$ cat src/rtl/fracn_div_pkg.sv
package fracn_div_pkg;

    typedef enum logic [1:0] {
        ST_IDLE    = 2'd0,
        ST_SWALLOW = 2'd1,
        ST_MAIN    = 2'd2
    } div_state_t;

endpackage

$ cat src/rtl/fracn_word_reg.sv
// Sanitizes the programming inputs and holds the main count in force.
module fracn_word_reg #(
    parameter int M_W    = 9,
    parameter int A_W    = 5,
    parameter int FRAC_W = 5,
    parameter int K_W    = 3
) (
    input  logic              clk,
    input  logic              rst_n,
    input  logic              load,
    input  logic [M_W-1:0]    raw_m,
    input  logic [A_W-1:0]    raw_a,
    input  logic [FRAC_W-1:0] raw_f,
    input  logic [K_W-1:0]    raw_k,
    output logic [M_W-1:0]    nxt_m,
    output logic [A_W-1:0]    nxt_a,
    output logic [FRAC_W-1:0] nxt_f,
    output logic [K_W-1:0]    nxt_k,
    output logic [M_W-1:0]    cur_m
);

    localparam logic [K_W-1:0] K_MAX = K_W'(FRAC_W);

    logic [FRAC_W-1:0] fmask;

    always_comb begin
        nxt_m = (raw_m == '0) ? M_W'(1) : raw_m;
        nxt_a = raw_a;
        nxt_k = (raw_k > K_MAX) ? K_MAX : raw_k;
        fmask = {FRAC_W{1'b1}} >> (K_MAX - nxt_k);
        nxt_f = raw_f & fmask;
    end

    always_ff @(posedge clk or negedge rst_n) begin
        if (!rst_n) begin
            cur_m <= M_W'(1);
        end else if (load) begin
            cur_m <= nxt_m;
        end
    end

endmodule

$ cat src/rtl/fracn_frac_acc.sv
// First-order accumulator modulo 2^k; carry is combinational for the step.
module fracn_frac_acc #(
    parameter int FRAC_W = 5,
    parameter int K_W    = 3
) (
    input  logic              clk,
    input  logic              rst_n,
    input  logic              step,
    input  logic [FRAC_W-1:0] frac,
    input  logic [K_W-1:0]    ksel,
    output logic              carry
);

    localparam logic [K_W-1:0] K_MAX = K_W'(FRAC_W);

    logic [FRAC_W-1:0] acc_q;
    logic [FRAC_W-1:0] acc_d;
    logic [FRAC_W-1:0] fmask;
    logic [FRAC_W:0]   sum;

    always_comb begin
        fmask = {FRAC_W{1'b1}} >> (K_MAX - ksel);
        sum   = {1'b0, acc_q & fmask} + {1'b0, frac};
        carry = |(sum & ~{1'b0, fmask});
        acc_d = sum[FRAC_W-1:0] & fmask;
    end

    always_ff @(posedge clk or negedge rst_n) begin
        if (!rst_n) begin
            acc_q <= '0;
        end else if (step) begin
            acc_q <= acc_d;
        end
    end

endmodule

$ cat src/rtl/fracn_cycle_fsm.sv
// Sequences one divider cycle: swallow phase, main phase, boundary.
module fracn_cycle_fsm
    import fracn_div_pkg::*;
#(
    parameter int M_W = 9,
    parameter int A_W = 5
) (
    input  logic           clk,
    input  logic           rst_n,
    input  logic [M_W-1:0] cur_m,
    input  logic [M_W-1:0] nxt_m,
    input  logic [A_W-1:0] nxt_a,
    input  logic           carry,
    output logic           mod_ctl,
    output logic           div_pulse,
    output logic           boundary,
    output logic [M_W:0]   swal_q
);

    localparam int CW = M_W + 1;

    div_state_t     state_q, state_d;
    logic [M_W-1:0] cnt_q, cnt_d;
    logic [CW-1:0]  swal_d;
    logic [CW-1:0]  swal_raw;
    logic [CW-1:0]  swal_new;
    logic           last;
    div_state_t     entry_st;

    always_comb begin
        swal_raw = CW'(nxt_a) + CW'(carry);
        swal_new = (swal_raw > CW'(nxt_m)) ? CW'(nxt_m) : swal_raw;
        entry_st = (swal_new != '0) ? ST_SWALLOW : ST_MAIN;
        last     = (cnt_q == cur_m - M_W'(1));
    end

    // next-state logic
    always_comb begin
        state_d  = state_q;
        cnt_d    = cnt_q;
        swal_d   = swal_q;
        boundary = 1'b0;
        unique case (state_q)
            ST_IDLE: begin
                boundary = 1'b1;
                cnt_d    = '0;
                swal_d   = swal_new;
                state_d  = entry_st;
            end
            ST_SWALLOW: begin
                if (last) begin
                    boundary = 1'b1;
                    cnt_d    = '0;
                    swal_d   = swal_new;
                    state_d  = entry_st;
                end else begin
                    cnt_d = cnt_q + M_W'(1);
                    if ({1'b0, cnt_q} + CW'(1) == swal_q) begin
                        state_d = ST_MAIN;
                    end
                end
            end
            ST_MAIN: begin
                if (last) begin
                    boundary = 1'b1;
                    cnt_d    = '0;
                    swal_d   = swal_new;
                    state_d  = entry_st;
                end else begin
                    cnt_d = cnt_q + M_W'(1);
                end
            end
            default: begin
                cnt_d   = '0;
                swal_d  = '0;
                state_d = ST_IDLE;
            end
        endcase
    end

    // state register
    always_ff @(posedge clk or negedge rst_n) begin
        if (!rst_n) begin
            state_q <= ST_IDLE;
            cnt_q   <= '0;
            swal_q  <= '0;
        end else begin
            state_q <= state_d;
            cnt_q   <= cnt_d;
            swal_q  <= swal_d;
        end
    end

    // outputs
    always_comb begin
        mod_ctl   = 1'b0;
        div_pulse = 1'b0;
        unique case (state_q)
            ST_IDLE: begin
                mod_ctl   = 1'b0;
                div_pulse = 1'b0;
            end
            ST_SWALLOW: begin
                mod_ctl   = 1'b1;
                div_pulse = last;
            end
            ST_MAIN: begin
                mod_ctl   = 1'b0;
                div_pulse = last;
            end
            default: begin
                mod_ctl   = 1'b0;
                div_pulse = 1'b0;
            end
        endcase
    end

endmodule

$ cat src/rtl/fracn_main_div.sv
module fracn_main_div #(
    parameter int M_W    = 9,
    parameter int A_W    = 5,
    parameter int FRAC_W = 5,
    localparam int K_W   = $clog2(FRAC_W + 1)
) (
    input  logic              clk,
    input  logic              rst_n,
    input  logic [M_W-1:0]    prog_m,
    input  logic [A_W-1:0]    prog_a,
    input  logic [FRAC_W-1:0] prog_f,
    input  logic [K_W-1:0]    prog_k,
    output logic              mod_ctl,
    output logic              div_pulse
);

    logic [M_W-1:0]    nxt_m;
    logic [A_W-1:0]    nxt_a;
    logic [FRAC_W-1:0] nxt_f;
    logic [K_W-1:0]    nxt_k;
    logic [M_W-1:0]    cur_m;
    logic              carry;
    logic              boundary;
    logic [M_W:0]      swal_q;

    fracn_word_reg #(
        .M_W(M_W), .A_W(A_W), .FRAC_W(FRAC_W), .K_W(K_W)
    ) u_word (
        .clk(clk), .rst_n(rst_n), .load(boundary),
        .raw_m(prog_m), .raw_a(prog_a), .raw_f(prog_f), .raw_k(prog_k),
        .nxt_m(nxt_m), .nxt_a(nxt_a), .nxt_f(nxt_f), .nxt_k(nxt_k),
        .cur_m(cur_m)
    );

    fracn_frac_acc #(
        .FRAC_W(FRAC_W), .K_W(K_W)
    ) u_acc (
        .clk(clk), .rst_n(rst_n), .step(boundary),
        .frac(nxt_f), .ksel(nxt_k), .carry(carry)
    );

    fracn_cycle_fsm #(
        .M_W(M_W), .A_W(A_W)
    ) u_fsm (
        .clk(clk), .rst_n(rst_n),
        .cur_m(cur_m), .nxt_m(nxt_m), .nxt_a(nxt_a), .carry(carry),
        .mod_ctl(mod_ctl), .div_pulse(div_pulse),
        .boundary(boundary), .swal_q(swal_q)
    );

endmodule

$ cat config.mk
export PLATFORM = sky130hd
export DESIGN_NAME = fracn_main_div
export DESIGN_NICKNAME = d
export VERILOG_FILES = /design/src/rtl/fracn_div_pkg.sv /design/src/rtl/fracn_word_reg.sv /design/src/rtl/fracn_frac_acc.sv /design/src/rtl/fracn_cycle_fsm.sv /design/src/rtl/fracn_main_div.sv
export SDC_FILE = /design/constraint.sdc
export NUM_CORES = 1
export LEC_CHECK = 0
export BUFFER_PORTS_ARGS = -buffer_cell sky130_fd_sc_hd__buf_4
export CORE_AREA = 2 2 79 81
export CTS_CLUSTER_SIZE = 28
export DETAILED_ROUTE_END_ITERATION = 10
export DIE_AREA = 0 0 81 83
export GPL_ROUTABILITY_DRIVEN = 0
export GPL_TIMING_DRIVEN = 0
export PLACE_DENSITY = 0.67
export SYNTH_ARGS = -nofsm -noshare
export SYNTH_HDL_FRONTEND = slang
export SYNTH_SLANG_ARGS = --single-unit
$ cat constraint.sdc
create_clock -name clk -period 4.69 [get_ports clk]
set_clock_uncertainty 0.15 [all_clocks]
set_input_delay 0 -clock clk [delete_from_list [all_inputs] [get_ports clk]]
set_output_delay 0 -clock clk [all_outputs]
set_load 0.03 [all_outputs]
# After elaboration in Yosys (flattened, before gate mapping)
# Index checks and enable logic that the tools add are counted.
# word_totals
reg_bits	35
inputBits	24
output_inout_bits	2
wordCells	48
# op_classes
addsub	6
n_lt_le_gt_ge	2
n_eq_ne	7
shift	1
mux	16
n_bitwise	5
reduce_logical	6
# ops
op	n
two-way mux 9 bit	3
two-way mux 10 bit	2
one-hot mux 10 bit (2 select lines)	1
bitwise AND 5 bit	3
adder 9 x 1 -> 10 bit, second input constant	1
equality test 10 bit	1
> comparator 10 x 9 -> 1 bit	1
nonzero test 10 bit	1
adder 9 x 1 -> 9 bit, second input constant	1
equality test 9 bit	1
zero test 9 bit	1
subtractor 9 x 1 -> 9 bit, second input constant	1
two-way mux 2 bit	4
adder 5 x 1 -> 6 bit	1
adder 5 x 5 -> 6 bit	1
bitwise AND 6 bit	1
NOT 5 -> 6 bit	1
one-hot mux 2 bit (3 select lines)	1
OR reduction 6 bit	1
>> shifter 5 x 3 -> 5 bit, first input constant	1
!= test 2 x 1 -> 1 bit, second input constant	2
> comparator 3 bit, second input constant	1
two-way mux 1 bit	3
two-way mux 3 bit	1
8 further kinds	8

# Depth between registers and ports, before layout
# depth
ltp_word	15
ltp_mapped	25
ltp_nobuf	24

# Hierarchy
# A second synthesis with hierarchy kept.
# unflattened
hier_cells	322
area_unflattened_um2	2800.2
# by_module_without_submodules
module	n_inst	cells_per_inst	area_per_inst_um2	seq_area_each_um2
fracn_cycle_fsm	1	212	1789.2	500.5
fracn_frac_acc	1	63	506.7	125.1
fracn_word_reg	1	47	504.2	226.5

# Least setup slack after synthesis
# OpenSTA, ideal clock, no wires.
# synth_path
path_kind	input -> register
startpoint	input port prog_k[2]
endpoint	register u_fsm.state_q[1]
setup_time_ps	65
t_arrival_ps	4281
required_time_ps	4475
setup_slack_ps	194
stages	25
n_path_buf	1
cell_sequence	nand2b_1 > ha_1 > clkbuf_1 > nand2_1 > and2_1 > ha_1 > inv_1 > fa_1 > inv_1 > a21o_1 > a21oi_1 > xnor2_1 > o21ai_0 > nand4_1 > ha_1 > ha_1 > nand3_1 > xnor2_1 > ha_1 > o21ai_0 > nor2_1 > o311ai_4 > nand2_1 > o311ai_1 > o221a_2
# synth_between
elab_chain_cells	15
word_cells_on_any_way	18
cone_classes	add/sub: 3; order compare: 2; shift: 1; mux: 6; bitwise: 4; reduce/logical: 2
# synth_rtl
element	line	rtl
start, declared	fracn_main_div.sv:12	input logic [K_W-1:0] prog_k,
> comparator 3 bit	fracn_word_reg.sv:29	nxt_k = (raw_k > K_MAX) ? K_MAX : raw_k;
two-way mux 3 bit *	fracn_word_reg.sv:29	
subtractor 3 bit *	fracn_word_reg.sv:30, fracn_frac_acc.sv:22	
>> shifter 5 x 3 -> 5 bit *	fracn_word_reg.sv:30, fracn_frac_acc.sv:22	
bitwise AND 5 bit (on tied branches)	fracn_frac_acc.sv:23, fracn_word_reg.sv:31	
adder 5 x 5 -> 6 bit	fracn_frac_acc.sv:23	sum = {1'b0, acc_q & fmask} + {1'b0, frac};
bitwise AND 6 bit *	fracn_frac_acc.sv:24	carry = |(sum & ~{1'b0, fmask});
OR reduction 6 bit *	fracn_frac_acc.sv:24	
adder 5 x 1 -> 6 bit *	fracn_cycle_fsm.sv:31	swal_raw = CW'(nxt_a) + CW'(carry);
> comparator 10 x 9 -> 1 bit	fracn_cycle_fsm.sv:32	swal_new = (swal_raw > CW'(nxt_m)) ? CW'(nxt_m) : swal_raw;
two-way mux 10 bit *	fracn_cycle_fsm.sv:32	
nonzero test 10 bit *	fracn_cycle_fsm.sv:33	entry_st = (swal_new != '0) ? ST_SWALLOW : ST_MAIN;
two-way mux 2 bit *	fracn_cycle_fsm.sv:33	
two-way mux 2 bit (on tied branches)	fracn_cycle_fsm.sv:64, fracn_cycle_fsm.sv:51	
one-hot mux 2 bit (3 select lines) *	fracn_cycle_fsm.sv:43	unique case (state_q)
end signal, assigned	fracn_cycle_fsm.sv:88	state_q <= state_d;
end, declared	fracn_cycle_fsm.sv:22	div_state_t state_q, state_d;
# Mark *: on every way between the ends. The rest lies on a longest branch, timed or not. The select of a mux whose other input is x is not followed.
# A chain may end at the register's enable or synchronous reset.

# Worst setup path after layout
# layout_path
startpoint	input port prog_k[2]
endpoint	register u_fsm.swal_q[5]
# layout_between
elab_chain_cells	13
word_cells_on_any_way	15
cone_classes	add/sub: 3; order compare: 2; shift: 1; mux: 4; bitwise: 4; reduce/logical: 1
# layout_rtl
element	line	rtl
> comparator 3 bit	fracn_word_reg.sv:29	
two-way mux 3 bit *	fracn_word_reg.sv:29	
subtractor 3 bit *	fracn_word_reg.sv:30, fracn_frac_acc.sv:22	
>> shifter 5 x 3 -> 5 bit *	fracn_word_reg.sv:30, fracn_frac_acc.sv:22	
bitwise AND 5 bit (on tied branches)	fracn_frac_acc.sv:23, fracn_word_reg.sv:31	
adder 5 x 5 -> 6 bit	fracn_frac_acc.sv:23	
bitwise AND 6 bit *	fracn_frac_acc.sv:24	
OR reduction 6 bit *	fracn_frac_acc.sv:24	
adder 5 x 1 -> 6 bit *	fracn_cycle_fsm.sv:31	
> comparator 10 x 9 -> 1 bit	fracn_cycle_fsm.sv:32	
two-way mux 10 bit *	fracn_cycle_fsm.sv:32	
two-way mux 10 bit	fracn_cycle_fsm.sv:51, fracn_cycle_fsm.sv:64	
one-hot mux 10 bit (2 select lines) *	fracn_cycle_fsm.sv:43	
end signal, assigned	fracn_cycle_fsm.sv:90	swal_q <= swal_d;
end, declared	fracn_cycle_fsm.sv:17	output logic [M_W:0] swal_q
# Marks and branches as above.

==> results.yml <==
die:
  initial_utilization: 0.4877
  core_area_um2: 5816
  rows: 28
  ios: 26
  dieArea_um2: 6723
  die_height_um: 83
  die-width_um: 81
synthesis:
  netlist_top_cells_count: "nor2_1, dfrtp_1, inv_1"
  synth_async_sr_flop_share: 1.000
  synthTopCellsByArea: "dfrtp_1, ha_1, xnor2_1"
  ys_seq_area_frac: 0.3004
  synthMostInstantiatedCell: "nor2_1"
  yosysWarnings: 0
  yosys.area.top_type: "dfrtp_1"
  synth_edf_count: 0
  netlist_area_um2: 2836
  synth_top_cell_area_share: 0.2911
  synthesis.area_per_instance_um2: 9.648
  syn_inst: 294
  ys_types: 56
  syn-num-nets: 340
  ys_ff_latch: 34
  ys.flop_type: "dfrtp_1"
layout:
  drive_above_1_share: 0.2368
  nets: 387
  regArea_um2: 852.1
  multiInputGateArea_um2: 1886
  stdcell_area_um2: 3407
  syn_to_final_growth_pct: 20.11
  antenna_cells: 0
  fillCellCount: 533
sta:
  period_share: 0.9494
  setup_slack_ps: 237.3
  max_freq_mhz: 224.6
  finalHoldViolations: 0
  maxSlewViolCount: 0
  maxSlewHeadroom: 0.5922
  worstMarginPinSlew_ps: 609.6
  post-route-min-period_ps: 4453
  fin_tns_setup_ps: 0
  setup_violations: 0
grt:
  grt_pass1_vias: 2259
  overflow: 0
  grt_pass1_wl_mm: 10.41
  grt_max_degree: 35
  grt_use_total: 0.1991
  antenna_found_initial: 0
critical_path:
  cp.required_ps: 4710
  cpLargestDelayFamily: "adder cells"
  max_stage_delay_ps: 340
  path_buf_inv: 4
  cp.arrival_ps: 4480
  crit_path_top_delay_cell: "or2_2"
  startpoint_type: "input pin"
  critPathCaptureType: "flip-flop"
  criticalPathCategory: "in -> reg"
  critPathMaxFanout: 7
routing:
  vias_per_cell: 5.415
  num_vias: 2258
  drt_wl_total_mm: 6.251
  dr.pass1.iters: 4
  drt.antenna.violating_nets: 0
  drtIter0Drc: 98
  drc: 0
  drt-wirelength-per-cell_um: 14.99
place:
  dpl.hpwl_mm: 4.565
  placed_cell_area_um2: 3118
  pre_cts_ws_ps: -607.2
  io_buffers: 25
clock_network:
  clk-insertion-delay-late_ps: 290
  clk_pin_slew_ps: 70
  htreeDepth: 2
  cts_buffer_depth: 2
  cts-buffers-inserted: 5
  cts_tree: "built"
  clockRootBuffer: "clkbuf_8"
  clock-sinks: 34
worst_hold_path:
  hp-class: "in -> reg"
status:
  outcome: "completed"
power_and_ir_drop:
  ir_worst_vdd_mv: 0.2487
  p_leak_nw: 1.630
  powerDensity_nw_per_um2: 492.6
job:
  drv_cap: 0
## flip-flops by register name (all words and copies together), names as in the netlist
| signal | count |
|---|---|
| u_fsm.state_q | 2 |
| u_fsm.swal_q | 9 |
| u_fsm.cnt_q | 9 |
| u_acc.acc_q | 5 |
| u_word.cur_m | 9 |
## worst register-to-register path: cells and delay by family, from the launching register on
| family | cells | cell delay, ps |
|---|---|---|
| AOI/OAI and AO/OA | 5 | 660 |
| muxes | 2 | 490 |
| adders and majority gates | 5 | 1280 |
| xor gates and xnor gates | 2 | 240 |
| and+or+nand+nor | 5 | 780 |
| DFF | 1 | 320 |
| buffers and inverters | 4 | 350 |
## through the flow
| stage | std cells | total power (W) | util | hold slack, ps |
|---|---|---|---|---|
| finish | 417 | 0.001678 | 0.5858 | 31.45 |
| global route | 417 | 0.001816 | 0.5858 | 85.27 |
| CTS | 414 | 0.001667 | 0.5723 | 42.10 |
| detailed placement | 394 | 0.001425 | 0.5361 | -163.0 |
| global placement | 394 | 0.001404 | 0.5361 | -166.8 |
| floorplan | 294 | 0.001226 | - | -445.6 |
## cell type report
| class | count | area share |
|---|---|---|
| clock inverters | 1 | 0.001469 |
| multi-input cells | 226 | 0.5534 |
| well taps | 75 | 0.02754 |
| inverters | 23 | 0.02534 |
| clock buffers | 7 | 0.02534 |
| repair buffers | 41 | 0.09989 |
| plain buffers | 10 | 0.01689 |
| flip-flops and latches | 34 | 0.2501 |
## timing repair
item                                    CTS  global route
buffers inserted                          3             3
endpoints found under the hold margin    47             0
cloned                                    0             0
pin swaps                                 1             1
resized for setup                         0            11
hold buffers                             10             0
endpoints found under the setup margin    8             8
## cell families (layout without fill, tap and decap cells)
family / Yosys count / in the layout / share of synthesized area
AOI/OAI and AO/OA: 34 / 34 / 0.1067
xor gates and xnor gates: 29 / 29 / 0.1142
adders and majority gates: 22 / 22 / 0.09969
buffers and inverters: 34 / 82 / 0.05205
DFF: 34 / 34 / 0.3004
muxes: 28 / 28 / 0.1138
and+or+nand+nor: 113 / 113 / 0.2131
## path summary, 6_finish.rpt
kind / slack (ps) / cells past startpoint / end / startpoint
setup / recovery: 240 / 26 / u_fsm.swal_q[5]$_DFFE_PN0P_ / prog_k[2]
hold / removal: 30 / 4 / u_acc.acc_q[2]$_DFFE_PN0P_ / prog_k[0]
setup reg to reg: 290 / 23 / u_fsm.swal_q[5]$_DFFE_PN0P_ / u_acc.acc_q[0]$_DFFE_PN0P_
hold reg to reg: 360 / 1 / u_acc.acc_q[2]$_DFFE_PN0P_ / u_acc.acc_q[2]$_DFFE_PN0P_
max in group asynchronous: 3990 / 2 / u_word.cur_m[0]$_DFFE_PN1P_ / rst_n
min in group asynchronous: 60 / 2 / u_word.cur_m[5]$_DFFE_PN0P_ / rst_n
## routing by layer
metal / vias up / wire, um / global-route usage
li1: 1123 / - / -
met1: 1090 / 2906 / 0.2582
met2: 34 / 3046 / 0.3336
met3: 11 / 177 / 0.03370
met4: 0 / 121 / 0.06163
met5: - / 0 / 0
## power breakdown
| part | leakage [nW] | total, W | internal [W] | switching [W] |
|---|---|---|---|---|
| registers | 0.434 | 0.000512 | 0.000398 | 0.000113 |
| logic | 1.15 | 0.000939 | 0.000463 | 0.000476 |
| clock network | 0.0482 | 0.000227 | 0.000118 | 0.000109 |
| total | 1.63 | 0.00168 | 0.000980 | 0.000698 |
## layout by cell type (no fill, tap or decap), types with 3 or more instances in the layout
master,n
a21oi_1,6
and2_1,8
and3_1,5
buf_2,3
buf_4,29
buf_6,4
clkbuf_1,5
clkbuf_8,6
dfrtp_1,33
dlygate4sd3_1,10
ha_1,18
inv_1,23
mux2_2,9
mux2_4,6
mux2i_1,12
nand2_1,14
nand2b_1,4
nand3_1,10
nand4_1,8
nor2_1,34
nor2b_1,4
nor3_1,10
o21a_1,3
o21ai_0,4
or2_2,3
xnor2_1,14
xnor3_1,4
xor2_1,8
Power figures use the tool's default switching activity.
